File: src/rtl/bc_seq_pkg.sv
package bc_seq_pkg;
  typedef enum logic [2:0] {S_IDLE, S_CMD1, S_CMD2, S_TXD, S_WSTAT, S_RXD} seq_st_e;

  localparam int unsigned ERR_W     = 5;
  localparam int unsigned EB_NORESP = 0;
  localparam int unsigned EB_PARITY = 1;
  localparam int unsigned EB_WCOUNT = 2;
  localparam int unsigned EB_ADDR   = 3;
  localparam int unsigned EB_CONTIG = 4;

  typedef struct packed {
    logic [4:0] rt;
    logic       tx;
    logic [4:0] sa;
    logic [4:0] cnt;
  } cmd_word_t;

  function automatic logic [5:0] word_count(input logic [4:0] f);
    return (f == 5'd0) ? 6'd32 : {1'b0, f};
  endfunction

  function automatic logic is_mode(input logic [4:0] sa);
    return (sa == 5'd0) || (sa == 5'h1f);
  endfunction
endpackage

File: src/rtl/bc_fifo.sv
module bc_fifo #(
  parameter int unsigned W     = 16,
  parameter int unsigned DEPTH = 32
) (
  input  logic         clk_i,
  input  logic         rst_ni,
  input  logic         clr_i,
  input  logic         we_i,
  input  logic [W-1:0] wdata_i,
  input  logic         re_i,
  output logic [W-1:0] rdata_o,
  output logic         empty_o,
  output logic         full_o
);
  localparam int unsigned AW = (DEPTH > 1) ? $clog2(DEPTH) : 1;

  logic [W-1:0]  mem_q [DEPTH];
  logic [AW-1:0] wp_q, rp_q;
  logic [AW:0]   cnt_q;
  logic          do_w, do_r;

  function automatic logic [AW-1:0] nxt(input logic [AW-1:0] p);
    return (p == AW'(DEPTH - 1)) ? '0 : p + 1'b1;
  endfunction

  assign empty_o = (cnt_q == '0);
  assign full_o  = (cnt_q == (AW+1)'(DEPTH));
  assign do_w    = we_i & ~full_o;
  assign do_r    = re_i & ~empty_o;
  assign rdata_o = mem_q[rp_q];

  always_ff @(posedge clk_i or negedge rst_ni) begin
    if (!rst_ni) begin
      wp_q  <= '0;
      rp_q  <= '0;
      cnt_q <= '0;
    end else if (clr_i) begin
      wp_q  <= '0;
      rp_q  <= '0;
      cnt_q <= '0;
    end else begin
      if (do_w) wp_q <= nxt(wp_q);
      if (do_r) rp_q <= nxt(rp_q);
      case ({do_w, do_r})
        2'b10:   cnt_q <= cnt_q + 1'b1;
        2'b01:   cnt_q <= cnt_q - 1'b1;
        default: cnt_q <= cnt_q;
      endcase
    end
  end

  always_ff @(posedge clk_i) begin
    if (do_w && !clr_i) mem_q[wp_q] <= wdata_i;
  end

  a_r13_no_overflow: assert property (@(posedge clk_i) disable iff (!rst_ni)
    cnt_q <= (AW+1)'(DEPTH));
  a_r13_full_holds: assert property (@(posedge clk_i) disable iff (!rst_ni)
    (full_o && !re_i && !clr_i) |=> full_o);
endmodule

File: src/rtl/bc_edge_det.sv
module bc_edge_det #(
  parameter int unsigned N = 2
) (
  input  logic         clk_i,
  input  logic         rst_ni,
  input  logic [N-1:0] lvl_i,
  output logic         pulse_o
);
  logic [N-1:0] q;
  logic [N-1:0] rise;

  for (genvar i = 0; i < N; i++) begin : g_src
    always_ff @(posedge clk_i or negedge rst_ni) begin
      if (!rst_ni) q[i] <= 1'b0;
      else         q[i] <= lvl_i[i];
    end
    assign rise[i] = lvl_i[i] & ~q[i];
  end

  assign pulse_o = |rise;
endmodule

File: src/rtl/bc_wait_timer.sv
module bc_wait_timer #(
  parameter int unsigned LIMIT = 64
) (
  input  logic clk_i,
  input  logic rst_ni,
  input  logic run_i,
  input  logic restart_i,
  output logic expired_o
);
  localparam int unsigned CW = $clog2(LIMIT + 1);

  logic [CW-1:0] cnt_q;

  always_ff @(posedge clk_i or negedge rst_ni) begin
    if (!rst_ni)                  cnt_q <= '0;
    else if (!run_i || restart_i) cnt_q <= '0;
    else if (!expired_o)          cnt_q <= cnt_q + 1'b1;
  end

  assign expired_o = (cnt_q == CW'(LIMIT));

  a_r7_timer_bound: assert property (@(posedge clk_i) disable iff (!rst_ni)
    cnt_q <= CW'(LIMIT));
  a_r11_idle_timer_zero: assert property (@(posedge clk_i) disable iff (!rst_ni)
    !run_i |=> (cnt_q == '0));
endmodule

File: src/rtl/bc_msg_seq.sv
module bc_msg_seq
  import bc_seq_pkg::*;
#(
  parameter int unsigned FIFO_DEPTH = 32,
  parameter int unsigned RESP_TO    = 64,
  parameter int unsigned GAP_TO     = 32
) (
  input  logic             clk_i,
  input  logic             rst_ni,
  input  logic             start_i,
  input  logic             start_ctl_i,
  input  logic             rt_rt_i,
  input  logic [15:0]      cmd1_i,
  input  logic [15:0]      cmd2_i,
  input  logic             txf_we_i,
  input  logic [15:0]      txf_wdata_i,
  output logic             txf_full_o,
  output logic             tx_valid_o,
  output logic [15:0]      tx_word_o,
  output logic             tx_csync_o,
  input  logic             rx_valid_i,
  input  logic [15:0]      rx_word_i,
  input  logic             rx_csync_i,
  input  logic             rx_bad_i,
  input  logic             rxf_re_i,
  output logic [15:0]      rxf_word_o,
  output logic             rxf_empty_o,
  output logic [15:0]      stat1_o,
  output logic [15:0]      stat2_o,
  output logic             busy_o,
  output logic             msg_ok_o,
  output logic             msg_err_o,
  output logic [ERR_W-1:0] err_o
);
  seq_st_e    st_q, st_d;
  logic [5:0] cnt_q, cnt_d;
  logic       phase_q, phase_d;
  cmd_word_t  cmd1_q, cmd2_q;
  logic       rt2rt_q;
  logic       ok_q, err_q;
  logic [ERR_W-1:0] ebits_q, eset;
  logic [15:0] stat1_q, stat2_q;

  logic start_p, start_go;
  logic set_ok, set_err, cap1, cap2;
  logic resp_exp, gap_exp;
  logic txf_empty, txf_re, txf_clr;
  logic [15:0] txf_rdata;
  logic rxf_we, rxf_full;
  logic mode1, mdat;
  logic [5:0] tx_n, rx_n;
  logic [4:0] exp_addr;

  bc_edge_det #(.N(2)) u_start (
    .clk_i(clk_i), .rst_ni(rst_ni),
    .lvl_i({start_ctl_i, start_i}), .pulse_o(start_p)
  );

  bc_wait_timer #(.LIMIT(RESP_TO)) u_resp_tmr (
    .clk_i(clk_i), .rst_ni(rst_ni),
    .run_i(st_q == S_WSTAT), .restart_i(rx_valid_i), .expired_o(resp_exp)
  );

  bc_wait_timer #(.LIMIT(GAP_TO)) u_gap_tmr (
    .clk_i(clk_i), .rst_ni(rst_ni),
    .run_i(st_q == S_RXD), .restart_i(rx_valid_i), .expired_o(gap_exp)
  );

  bc_fifo #(.W(16), .DEPTH(FIFO_DEPTH)) u_txf (
    .clk_i(clk_i), .rst_ni(rst_ni), .clr_i(txf_clr),
    .we_i(txf_we_i), .wdata_i(txf_wdata_i),
    .re_i(txf_re), .rdata_o(txf_rdata),
    .empty_o(txf_empty), .full_o(txf_full_o)
  );

  bc_fifo #(.W(16), .DEPTH(FIFO_DEPTH)) u_rxf (
    .clk_i(clk_i), .rst_ni(rst_ni), .clr_i(1'b0),
    .we_i(rxf_we), .wdata_i(rx_word_i),
    .re_i(rxf_re_i), .rdata_o(rxf_word_o),
    .empty_o(rxf_empty_o), .full_o(rxf_full)
  );

  // message shape from the latched command words
  assign mode1 = is_mode(cmd1_q.sa);
  assign mdat  = mode1 & cmd1_q.cnt[4];
  always_comb begin
    if (rt2rt_q) begin
      tx_n = '0;
      rx_n = word_count(cmd2_q.cnt);
    end else if (mode1) begin
      tx_n = {5'd0, mdat & ~cmd1_q.tx};
      rx_n = {5'd0, mdat &  cmd1_q.tx};
    end else begin
      tx_n = cmd1_q.tx ? 6'd0 : word_count(cmd1_q.cnt);
      rx_n = cmd1_q.tx ? word_count(cmd1_q.cnt) : 6'd0;
    end
  end
  assign exp_addr = (rt2rt_q && !phase_q) ? cmd2_q.rt : cmd1_q.rt;

  assign start_go = (st_q == S_IDLE) && start_p;

  always_comb begin
    tx_valid_o = 1'b0;
    tx_word_o  = '0;
    tx_csync_o = 1'b0;
    case (st_q)
      S_CMD1: begin tx_valid_o = 1'b1; tx_word_o = cmd1_q; tx_csync_o = 1'b1; end
      S_CMD2: begin tx_valid_o = 1'b1; tx_word_o = cmd2_q; tx_csync_o = 1'b1; end
      S_TXD:  begin tx_valid_o = ~txf_empty; tx_word_o = txf_rdata; end
      default: ;
    endcase
  end

  assign txf_re  = (st_q == S_TXD) && !txf_empty;
  assign rxf_we  = (st_q == S_RXD) && rx_valid_i && !rx_bad_i && !rx_csync_i;
  assign txf_clr = set_ok | set_err;

  always_comb begin
    st_d    = st_q;
    cnt_d   = cnt_q;
    phase_d = phase_q;
    set_ok  = 1'b0;
    set_err = 1'b0;
    eset    = '0;
    cap1    = 1'b0;
    cap2    = 1'b0;
    case (st_q)
      S_IDLE: begin
        if (start_p) begin
          st_d    = S_CMD1;
          phase_d = 1'b0;
        end else if (ok_q && rx_valid_i && !rx_csync_i) begin
          set_err          = 1'b1;   // unrequested extra data withdraws the good flag
          eset[EB_WCOUNT]  = 1'b1;
        end
      end
      S_CMD1: begin
        if (rt2rt_q)            st_d = S_CMD2;
        else if (tx_n != 6'd0) begin st_d = S_TXD; cnt_d = tx_n; end
        else                    st_d = S_WSTAT;
      end
      S_CMD2: st_d = S_WSTAT;
      S_TXD: begin
        if (!txf_empty) begin
          cnt_d = cnt_q - 1'b1;
          if (cnt_q == 6'd1) st_d = S_WSTAT;
        end
      end
      S_WSTAT: begin
        if (rx_valid_i) begin
          if (rx_bad_i) begin
            eset[EB_PARITY] = 1'b1; set_err = 1'b1;
          end else if (!rx_csync_i) begin
            eset[EB_CONTIG] = 1'b1; set_err = 1'b1;
          end else begin
            if (rt2rt_q && !phase_q) cap2 = 1'b1;
            else                     cap1 = 1'b1;
            if (rx_word_i[15:11] != exp_addr) begin
              eset[EB_ADDR] = 1'b1; set_err = 1'b1;
            end else if (rt2rt_q && !phase_q) begin
              st_d = S_RXD; cnt_d = rx_n; phase_d = 1'b1;
            end else if (!rt2rt_q && rx_n != 6'd0) begin
              st_d = S_RXD; cnt_d = rx_n;
            end else begin
              set_ok = 1'b1; st_d = S_IDLE;
            end
          end
        end else if (resp_exp) begin
          eset[EB_NORESP] = 1'b1; set_err = 1'b1;
        end
      end
      S_RXD: begin
        if (rx_valid_i) begin
          if (rx_bad_i) begin
            eset[EB_PARITY] = 1'b1; set_err = 1'b1;
          end else if (rx_csync_i) begin
            eset[EB_WCOUNT] = 1'b1; set_err = 1'b1;
          end else begin
            cnt_d = cnt_q - 1'b1;
            if (cnt_q == 6'd1) begin
              if (rt2rt_q) st_d = S_WSTAT;
              else begin set_ok = 1'b1; st_d = S_IDLE; end
            end
          end
        end else if (gap_exp) begin
          eset[EB_CONTIG] = 1'b1; set_err = 1'b1;
        end
      end
      default: st_d = S_IDLE;
    endcase
    if (set_err) st_d = S_IDLE;
  end

  always_ff @(posedge clk_i or negedge rst_ni) begin
    if (!rst_ni) begin
      st_q    <= S_IDLE;
      cnt_q   <= '0;
      phase_q <= 1'b0;
      cmd1_q  <= '0;
      cmd2_q  <= '0;
      rt2rt_q <= 1'b0;
      ok_q    <= 1'b0;
      err_q   <= 1'b0;
      ebits_q <= '0;
      stat1_q <= '0;
      stat2_q <= '0;
    end else begin
      st_q    <= st_d;
      cnt_q   <= cnt_d;
      phase_q <= phase_d;
      if (start_go) begin
        cmd1_q  <= cmd_word_t'(cmd1_i);
        cmd2_q  <= cmd_word_t'(cmd2_i);
        rt2rt_q <= rt_rt_i;
        ok_q    <= 1'b0;
        err_q   <= 1'b0;
        ebits_q <= '0;
      end else begin
        if (set_ok) ok_q <= 1'b1;
        if (set_err) begin
          ok_q  <= 1'b0;
          err_q <= 1'b1;
        end
        ebits_q <= ebits_q | eset;
      end
      if (cap1) stat1_q <= rx_word_i;
      if (cap2) stat2_q <= rx_word_i;
    end
  end

  assign busy_o    = (st_q != S_IDLE);
  assign msg_ok_o  = ok_q;
  assign msg_err_o = err_q;
  assign err_o     = ebits_q;
  assign stat1_o   = stat1_q;
  assign stat2_o   = stat2_q;

  a_r6_one_flag: assert property (@(posedge clk_i) disable iff (!rst_ni)
    !(msg_ok_o && msg_err_o));
  a_r6_quiet_while_busy: assert property (@(posedge clk_i) disable iff (!rst_ni)
    busy_o |-> (!msg_ok_o && !msg_err_o));
  a_r1_first_word_cmd1: assert property (@(posedge clk_i) disable iff (!rst_ni)
    $rose(busy_o) |-> (tx_valid_o && tx_csync_o && tx_word_o == cmd1_q));
  a_r12_txf_clear_ok: assert property (@(posedge clk_i) disable iff (!rst_ni)
    $rose(msg_ok_o) |-> txf_empty);
  a_r12_txf_clear_err: assert property (@(posedge clk_i) disable iff (!rst_ni)
    $rose(msg_err_o) |-> txf_empty);
  a_r10_withdraw: assert property (@(posedge clk_i) disable iff (!rst_ni)
    ($fell(msg_ok_o) && !busy_o) |-> (msg_err_o && err_o[EB_WCOUNT]));
  a_r13_full_unchanged: assert property (@(posedge clk_i) disable iff (!rst_ni)
    (rxf_full && !rxf_re_i) |=> !rxf_empty_o);
endmodule

File: config.mk
export PLATFORM = sky130hd
export DESIGN_NAME = bc_msg_seq
export DESIGN_NICKNAME = d
export VERILOG_FILES = /design/src/rtl/bc_seq_pkg.sv /design/src/rtl/bc_fifo.sv /design/src/rtl/bc_edge_det.sv /design/src/rtl/bc_wait_timer.sv /design/src/rtl/bc_msg_seq.sv
export SDC_FILE = /design/constraint.sdc
export NUM_CORES = 1
export LEC_CHECK = 0
export ABC_AREA = 1
export BUFFER_PORTS_ARGS = -buffer_cell sky130_fd_sc_hd__buf_2
export CAP_MARGIN = 10
export CORE_MARGIN = 2
export CORE_UTILIZATION = 31
export DETAILED_ROUTE_END_ITERATION = 12
export GPL_TIMING_DRIVEN = 0
export PLACE_DENSITY_LB_ADDON = 0.05
export SLEW_MARGIN = 30
export SYNTH_ARGS = -nofsm -noshare
export SYNTH_HDL_FRONTEND = slang
export SYNTH_HIERARCHICAL = 1
export SYNTH_SLANG_ARGS = --single-unit
File: constraint.sdc
create_clock -name clk_i -period 5.71 [get_ports clk_i]
set_input_delay 0.571 -clock clk_i [delete_from_list [all_inputs] [get_ports clk_i]]
set_output_delay 0.571 -clock clk_i [all_outputs]
set_load 0.1 [all_outputs]
# Word level (Yosys, flattened, before mapping)
# Memories as Yosys holds them, arrays and structs flattened.
# Cells that the tools add are included.
# op_classes
addsub	11
eq_ne	46
muxes	124
bitwise	18
reduce_logical	43
# op_table
operator	n
6-bit 2-to-1 mux	23
1-bit 2-to-1 mux	57
3-bit 2-to-1 mux	17
5-bit 2-to-1 mux	10
16-bit one-hot mux with 3 select lines	1
3-bit inequality test, second input constant	11
5-bit equality test, second input constant	5
2-bit inequality test, second input constant	12
6-bit one-hot mux with 2 select lines	2
6-bit one-hot mux with 4 select lines	1
5-bit by 1-bit adder with 5-bit output, second input constant	4
6-bit by 1-bit adder with 6-bit output, second input constant	3
6-bit equality test, second input constant	3
3-bit one-hot mux with 6 select lines	1
6-bit by 1-bit subtractor with 6-bit output, second input constant	3
5-bit logical NOT	3
7-bit 2-to-1 mux	2
6-bit logical NOT	2
1-bit one-hot mux with 2 select lines	6
12-bit AND reduction	1
6-bit nonzero test	2
11-bit AND reduction	1
1-bit logical AND	10
2-bit nonzero test	5
other kinds (24)	57
# totals
ff_bits	129
ramBits	1024
in_bits	74
out_inout_bits	76
word_cells	271
n_memories	2
# memory_table
name	depth	word_bits	rd	rd_clocked_by_memory_dff	write_ports	line	source
u_rxf.mem_q	32	16	1	0	1	bc_fifo.sv:17	logic [W-1:0] mem_q [DEPTH];
u_txf.mem_q	32	16	1	0	1	bc_fifo.sv:17	

# Depth between registers and ports, before layout
# Gate-level depths: netlist of the first run.
# depth
ltp_word	20
ltp_mapped	20
ltp_nobuf	20

# Modules after synthesis
# The synthesis of the first run kept the hierarchy.
# by_module_without_submodules
module	instances	cells_each	area_per_inst_um2
bc_fifo at u_txf	1	1852	21852.2
bc_fifo at u_rxf	1	1853	21789.6
bc_msg_seq	1	597	4450.5
bc_wait_timer at u_resp_tmr	1	56	409.1
bc_wait_timer at u_gap_tmr	1	44	357.8
bc_edge_det	1	7	68.8

# Worst setup path before layout of the first run
# OpenSTA, ideal clock, no wires.
# synth_timing
path_type	flip-flop to flip-flop
startpoint	register st_q[2]
endpoint	memory u_txf.mem_q[0][0], enable pin
setup_ps	388
arrival_ps	2877
setup_slack_ps	2445
stages_incl_launch_ff	10
n_path_buf	1
synth_period_minus_slack_ps	3265
cell_sequence	dfrtp_1 buf_2 nor3_1 inv_1 nor3_2 nor3_4 nand3_1 nor2_4 nand2_1 nor2_1
# synth_between
elab_chain_cells	7
# synth_rtl
element	line	source
from (decl)	bc_msg_seq.sv:35	seq_st_e st_q, st_d;
from (signal assigned)	bc_msg_seq.sv:208	st_q <= st_d;
3-bit equality test / 3-bit logical NOT (equally long branches)	bc_msg_seq.sv:127	case (st_q)
1-bit one-hot mux with 3 select lines / 1-bit one-hot mux with 2 select lines (equally long branches)	bc_msg_seq.sv:127	
1-bit OR *	bc_msg_seq.sv:116	assign txf_clr = set_ok | set_err;
net txf_clr	bc_msg_seq.sv:47	logic txf_empty, txf_re, txf_clr;
1-bit logical NOT *	bc_fifo.sv:53	if (do_w && !clr_i) mem_q[wp_q] <= wdata_i;
1-bit logical AND *	bc_fifo.sv:53	
1-bit 2-to-1 mux *	bc_fifo.sv:53	
1-bit 2-to-1 mux (implied by the code) *	bc_fifo.sv:53	
to (decl)	bc_fifo.sv:17	
# Mark *: on every way through the listed nets, which the timed path passes. The rest lies on a longest branch.

# Worst setup path in the final report of the first run
# layout_timing
startpoint	register u_txf.rp_q[2]
endpoint	output tx_word_o[13]
# layout_between
elab_chain_cells	2
# layout_rtl
element	line	source
from (decl)	bc_fifo.sv:18	logic [AW-1:0] wp_q, rp_q;
from (signal assigned)	bc_fifo.sv:43	if (do_r) rp_q <= nxt(rp_q);
memory 32 x 16 bit	--	
net txf_rdata[13]	bc_msg_seq.sv:48	logic [15:0] txf_rdata;
16-bit one-hot mux with 3 select lines	bc_msg_seq.sv:106	case (st_q)
to (decl)	bc_msg_seq.sv:19	output logic [15:0] tx_word_o,
# The timed path passes the listed nets, and every way through them passes these cells.

==> flow_summary_export.csv, run 1 <==
group,metric,value,unit
floorplanning,coreArea,156000,um^2
cells_and_area,num-fill-cells,15500,
synthesis,syn_area_per_cell,11.1,um^2
cts,clockRootBuffer,"clkbuf_16",
cts,clk_latency,760,ps
critical_path,critPathArrivalTime,4000,ps
cts,h-tree-depth,4,
synthesis,syn_inst,4408,
pwr,leakagePower,22.1,nW
sta,setup_viol,0,
detailed_routing,first_pass_iters,5,
detailed_routing,drc,0,
cts,cts_buffer_depth,3,
grt,grt_usage,21.8,%
grt,grt-ovfl-total,0,
pwr,power_density,458,nW/um^2
sta,hold_ws,49.0,ps
cells_and_area,drive_gt1_share,14.6,%
sta,tightest_slew,1040,ps
cells_and_area,final_cell_mix,"nand2_1 (1,551), edfxtp_1 (1,024), nand3_1 (859), buf_2 (238), clkbuf_16 (143)",
min_path,min_path_type,"in -> reg",
critical_path,worstSetupPathType,"reg -> out",
placement,routabilityCongestion,0.846,
detailed_routing,vias_per_cell,4.90,
cells_and_area,fin_nets,4881,
cells_and_area,syn_to_final_growth,20.1,%
detailed_routing,detailedRoute.firstIterationViolations,2544,
cells_and_area,fin_util,37.6,%
sta,slew_headroom,30.4,%
detailed_routing,drtAntennaViolNets,0,
critical_path,cp_top_family,"buffers and inverters",
placement,hpwl,120,mm
grt,grt_pass1_vias,33300,
cts,cts.sinks,1153,
critical_path,crit_chain,"buf_2 > inv_2 > buf_1 > nand3_1 > nand2_1 > nand2_1 > nand2_1 > nand2_1 > nand2_1 > nand2_1 > o211ai_1 > buf_2",
detailed_routing,routedWlPerCell,25.5,um
grt,grt_pass1_wl,251,mm
critical_path,crit_slowest_cell,"buf_1",
pwr,peakVddDrop,349,uV
sta,final.min_clock_period,4570,ps
floorplanning,die_y,401,um
grt,grt_max_degree,69,
sta,rsz0062_at_grt,"false",
cts,numCtsBuffers,140,
floorplanning,initial_core_util,31.3,%
sta,finalHoldViolCount,0,
critical_path,max_stage_delay,630,ps
synthesis,syn-cell-area,48900,um^2
critical_path,startpoint_type,"flip-flop",
sta,skew,25.4,ps
critical_path,worstPathRequired,5140,ps
critical_path,cp-end-kind,"primary output",
critical_path,cp.buffers_inverters,4,
cells_and_area,mostFrequentLayoutCell,"nand2_1",
cts,clk_pin_slew_worst_paths,60,ps
detailed_routing,wirelength,177,mm
cts,cts_tree,"built",
detailed_routing,vias,34100,
sta,slew_viol_final,0,
floorplanning,rows,145,
outcome,run_status,"complete, no violations",
critical_path,crit_fanout,10,
grt,antenna_found_initial,3,
sta,period_share,80.1,%
sta,fmax,0.219,GHz
pwr,total_power,26.9,mW
floorplanning,fp.dieW,401,um
floorplanning,top_level_ports,150,
placement,io_buffers,149,
critical_path,crit_top_cell,"nand2_1",
run,drv_cap,0,
floorplanning,die_area,161000,um^2
synthesis,yosysWarnings,6,
cts,post_cts_resized,0,
-- sequential cells by signal (all words and copies together) (netlist names), 5 cells and up --
| name | flops |
|---|---|
| u_txf/wp_q | 5 |
| u_txf/cnt_q | 6 |
| u_txf/mem_q | 512 |
| u_rxf/mem_q | 512 |
| stat2_o | 16 |
| stat1_o | 16 |
| u_rxf/cnt_q | 6 |
| u_resp_tmr/cnt_q | 7 |
| cnt_q | 6 |
| u_txf/rp_q | 5 |
| u_gap_tmr/cnt_q | 6 |
| u_rxf/wp_q | 5 |
| cmd2_q | 16 |
| u_rxf/rp_q | 5 |
| err_o | 5 |
| cmd1_q | 16 |
-- area by class of cell --
type	instances	area, um^2	share of cell area (%)
Tap cell	2058	2570	4.38
Clock buffer	189	3770	6.42
Buffer	241	1520	2.58
Antenna cell	7	17.5	0.0298
Timing Repair Buffer	224	2430	4.13
Sequential cell	1153	34000	57.8
Multi-Input combinational cell	2891	13400	22.9
Inverter	126	483	0.822
Clock inverter	66	569	0.969
-- repair_timing --
action	in CTS	in global routing
endpoints found under the setup margin	0	0
buffers inserted	0	0
endpoints found under the hold margin	78	0
hold buffers	18	0
-- worst register-to-register path: cells and delay by family (launching register included) --
family | cells | cell delay (ps)
buffers and inverters | 4 | 600
flip-flops | 1 | 370
AND/OR/NAND/NOR | 15 | 2900
-- through the flow --
step	instance area [um^2]	TNS, ps	cells	worst slack, ps
final	58800	0	6955	1140
after global routing	58800	0	6948	1070
after CTS	58700	0	6947	1110
after floorplan	48900	0	4411	2450
after global placement	52300	-28510	6618	-320
after detailed placement	54200	0	6674	837
-- routing by layer --
layer  track usage [%]  up-vias  part of all wire, %
met3              2.62      210                  3.6
li1                  -    16100                    -
met5                 0        -                    0
met1              28.6    17100                   44
met2              37.9      753                   50
met4              6.35        0                  2.6
-- worst paths after layout --
check,slack [ps],cells past startpoint,start,endpoint
min in group asynchronous,350,2,rst_ni,stat1_o[1]$_DFFE_PN0P_
hold reg to reg,470,2,cmd2_q[8]$_DFFE_PN0P_,cmd2_q[8]$_DFFE_PN0P_
max in group asynchronous,4580,3,rst_ni,u_txf/wp_q[4]$_DFFE_PN0P_
setup / recovery,1140,12,u_txf/rp_q[2]$_DFFE_PN0P_,tx_word_o[13]
hold / removal,50,3,cmd2_i[10],cmd2_q[10]$_DFFE_PN0P_
setup reg to reg,1530,19,rt2rt_q$_DFFE_PN0P_,u_txf/mem_q[10][11]$_DFFE_PP_
-- where the power goes --
group | switching (mW) | internal, mW
clock network | 3.61 | 4.93
registers | 0.329 | 9.65
logic | 6.43 | 2.00
total | 10.4 | 16.6
No activity file was read; power rests on OpenSTA's default activity.
==> inputs of run 2 (changes only) <==
ABC_AREA = 0   (was 1)
clock period = 4.3 ns   (was 5.71 ns; I/O delays follow)
==> flow_summary_export.csv, run 2 <==
group,metric,value,unit
placement,dp.cells,4475,
pwr,leakagePower,18.5,nW
placement,routabilityCongestion,0.830,
grt,grt_max_degree,82,
synthesis,yosysWarnings,6,
critical_path,r2r_end,"u_txf/mem_q[25][3]$_DFFE_PP_",
cells_and_area,mostFrequentLayoutCell,"edfxtp_1",
grt,grt_pass1_vias,24600,
detailed_routing,routedWlPerCell,27.6,um
detailed_routing,vias_per_cell,4.95,
cells_and_area,final_cell_mix,"edfxtp_1 (1,024), mux4_2 (320), buf_2 (147), clkbuf_16 (141), dfrtp_1 (128)",
placement,pre_cts_slack,-1480,ps
grt,grt-ovfl-total,0,
grt,antenna_found_initial,12,
synthesis,netlist.area_leader.share,66.1,%
synthesis,yosysSeqAreaShare,73.1,%
synthesis,synth.distinct_cells,83,
min_path,min_path_type,"in -> reg",
detailed_routing,drtAntennaViolNets,0,
sta,tightest_slew,930,ps
outcome,run_status,"finished, violations left",
cells_and_area,fin_nets,2795,
sta,setup_slack,-76.9,ps
cts,numCtsBuffers,134,
grt,grt_usage,17.4,%
min_path,whs_endpoint,"u_gap_tmr/cnt_q[1]$_DFFE_PN0P_",
sta,rsz0062_at_grt,"true",
critical_path,startpoint_type,"flip-flop",
critical_path,worstPathRequired,3870,ps
critical_path,max_stage_delay,620,ps
cts,clk_pin_slew_worst_paths,60,ps
critical_path,cp-end-kind,"primary output",
detailed_routing,vias,23800,
cts,h-tree-depth,4,
synthesis,synthTopCellsByCount,"edfxtp_1 (1,024), mux4_2 (320), nor2_1 (139)",
floorplanning,die_y,391,um
synthesis,synth_nets,2413,
cts,cts_tree,"built",
critical_path,crit_chain,"clkbuf_16 > buf_16 > buf_16 > buf_12 > mux4_2 > mux4_2 > mux2_4 > mux2_4 > a22oi_2 > nor2_2 > buf_12",
synthesis,synth_edf_count,1024,
cells_and_area,stdcell_count,4816,
cts,clk_latency,730,ps
floorplanning,coreArea,149000,um^2
synthesis,synth_seq_cells,1153,
synthesis,synth.area.top_cells,"edfxtp_1 (66%), mux4_2 (15%), dfrtp_1 (6.9%), mux2_2 (1.9%), nor2_1 (1.1%)",
placement,hpwl,87.0,mm
pwr,peakVddDrop,375,uV
min_path,min-delay-start,"rx_valid_i",
sta,fmax,0.228,GHz
floorplanning,initial_core_util,31.1,%
detailed_routing,detailedRoute.firstIterationViolations,1598,
synthesis,synth_top_area_cell,"edfxtp_1",
critical_path,ff2ff_path_depth,15,
min_path,whs_path_depth,4,
sta,slew_headroom,38.0,%
critical_path,crit_fanout,6,
floorplanning,die_area,153000,um^2
cells_and_area,drive_gt1_share,35.3,%
cells_and_area,largestRegisters,"u_rxf/mem_q x512, u_txf/mem_q x512",
synthesis,syn-cell-area,46500,um^2
detailed_routing,first_pass_iters,6,
outcome,violations,"setup timing",
synthesis,syn_area_per_cell,20.1,um^2
critical_path,r2r_slack,280,ps
detailed_routing,wirelength,133,mm
cells_and_area,fin_util,37.9,%
detailed_routing,drc,0,
cts,cts.sinks,1153,
cts,clockRootBuffer,"clkbuf_16",
sta,hold_ws,92.4,ps
synthesis,synth_most_common_cell,"edfxtp_1",
sta,period_share,102,%
sta,finalHoldViolCount,0,
synthesis,synthArstFlopShare,11.2,%
run,drv_cap,0,
critical_path,critPathArrivalTime,3950,ps
floorplanning,rows,142,
grt,grt_pass1_wl,186,mm
sta,final.min_clock_period,4380,ps
cts,cts_buffer_depth,3,
sta,setup_tns,-360,ps
synthesis,syn_inst,2309,
cells_and_area,syn_to_final_growth,21.6,%
sta,skew,19.6,ps
pwr,power_density,635,nW/um^2
placement,io_buffers,149,
critical_path,rr_startpoint,"u_gap_tmr/cnt_q[0]$_DFFE_PN0P_",
floorplanning,top_level_ports,150,
critical_path,crit_slowest_cell,"mux4_2",
floorplanning,fp.dieW,391,um
sta,setup_viol,10,
synthesis,synthFlopType,"edfxtp_1",
critical_path,worstSetupPathType,"reg -> out",
sta,slew_viol_final,0,
## run 2: cell types whose count changed in the layout (fill, tap and decap cells not counted), moves of 51 or more
cell,delta
nand2_1,-1433
nand3_1,-844
mux4_2,+320
buf_2,-91
inv_1,-85
mux2_2,+51
## run 2: layout make-up
class / instances / area (um^2)
Antenna cell: 4 / 10.0
Buffer: 118 / 857
Clock buffer: 184 / 3740
Clock inverter: 57 / 470
Fill cell: 13700 / 92900
Inverter: 21 / 78.8
Multi-Input combinational cell: 1015 / 12600
Sequential cell: 1153 / 34000
Tap cell: 2016 / 2520
Timing Repair Buffer: 248 / 2330
## run 2: what timing repair did
| action | in CTS | in global routing |
|---|---|---|
| cloned | 4 | 0 |
| gates resized for setup | 186 | 16 |
| endpoints found under the hold margin | 83 | 0 |
| setup buffers | 57 | 1 |
| endpoints found under the setup margin | 544 | 528 |
| hold buffers | 36 | 0 |
| pin swaps | 40 | 4 |
## run 2: where the power goes
| group | switching [mW] | leakage [nW] | total, mW | internal [mW] |
|---|---|---|---|---|
| combinational | 7.30 | 5.58 | 11.7 | 4.37 |
| clock | 4.39 | 2.05 | 10.9 | 6.53 |
| sequential | 0.491 | 10.9 | 13.3 | 12.8 |
| total | 12.2 | 18.5 | 35.9 | 23.7 |
## run 2: stage by stage
stage / total power [mW] / instance area, um^2
5_1_grt: 37.4 / 56500
3_3_place_gp: 24.1 / 49800
6_report: 35.9 / 56600
3_5_place_dp: 24.3 / 50300
2_1_floorplan: 20.7 / 46500
4_1_cts: 36.4 / 56500
## run 2: cell families after synthesis
kind of cell	after synthesis	synth area share [%]
flops	1153	73.1
other cells	1	0.00806
compound gates	144	2.03
mux	421	17.9
fa+ha+maj	30	0.839
xor+xnor	26	0.587
buf+inv	141	1.51
simple gates	393	4.03
## run 2: worst max path at each step
stage | startpoint | to | slack (ps) | cells past startpoint
after floorplan | st_q[1]$_DFFE_PN0P_ | u_txf/mem_q[31][0]$_DFFE_PP_ | 470 | 11
after global placement | rx_word_i[13] | u_txf/mem_q[27][15]$_DFFE_PP_ | -2150 | 11
after detailed placement | rx_word_i[11] | u_txf/mem_q[25][15]$_DFFE_PP_ | -1480 | 11
after CTS | u_txf/rp_q[0]$_DFFE_PN0P_ | tx_word_o[7] | -170 | 11
after global routing | u_txf/rp_q[0]$_DFFE_PN0P_ | tx_word_o[7] | -190 | 11
final | u_txf/rp_q[0]$_DFFE_PN0P_ | tx_word_o[7] | -80 | 11
## run 2: per-layer routing
metal	vias up	routed length [um]	global-route usage (%)
li1	10200	-	-
met1	12800	59000	24.0
met2	587	63700	28.0
met3	176	6330	3.14
met4	0	3910	5.62
met5	-	0	0
## run 2: critical path, delay by kind of cell, from the launching register on
family | cells | cell delay (ps)
muxes | 4 | 1800
AOI/OAI and AO/OA | 1 | 140
DFF | 1 | 390
and+or+nand+nor | 1 | 70
buffers and inverters | 5 | 780
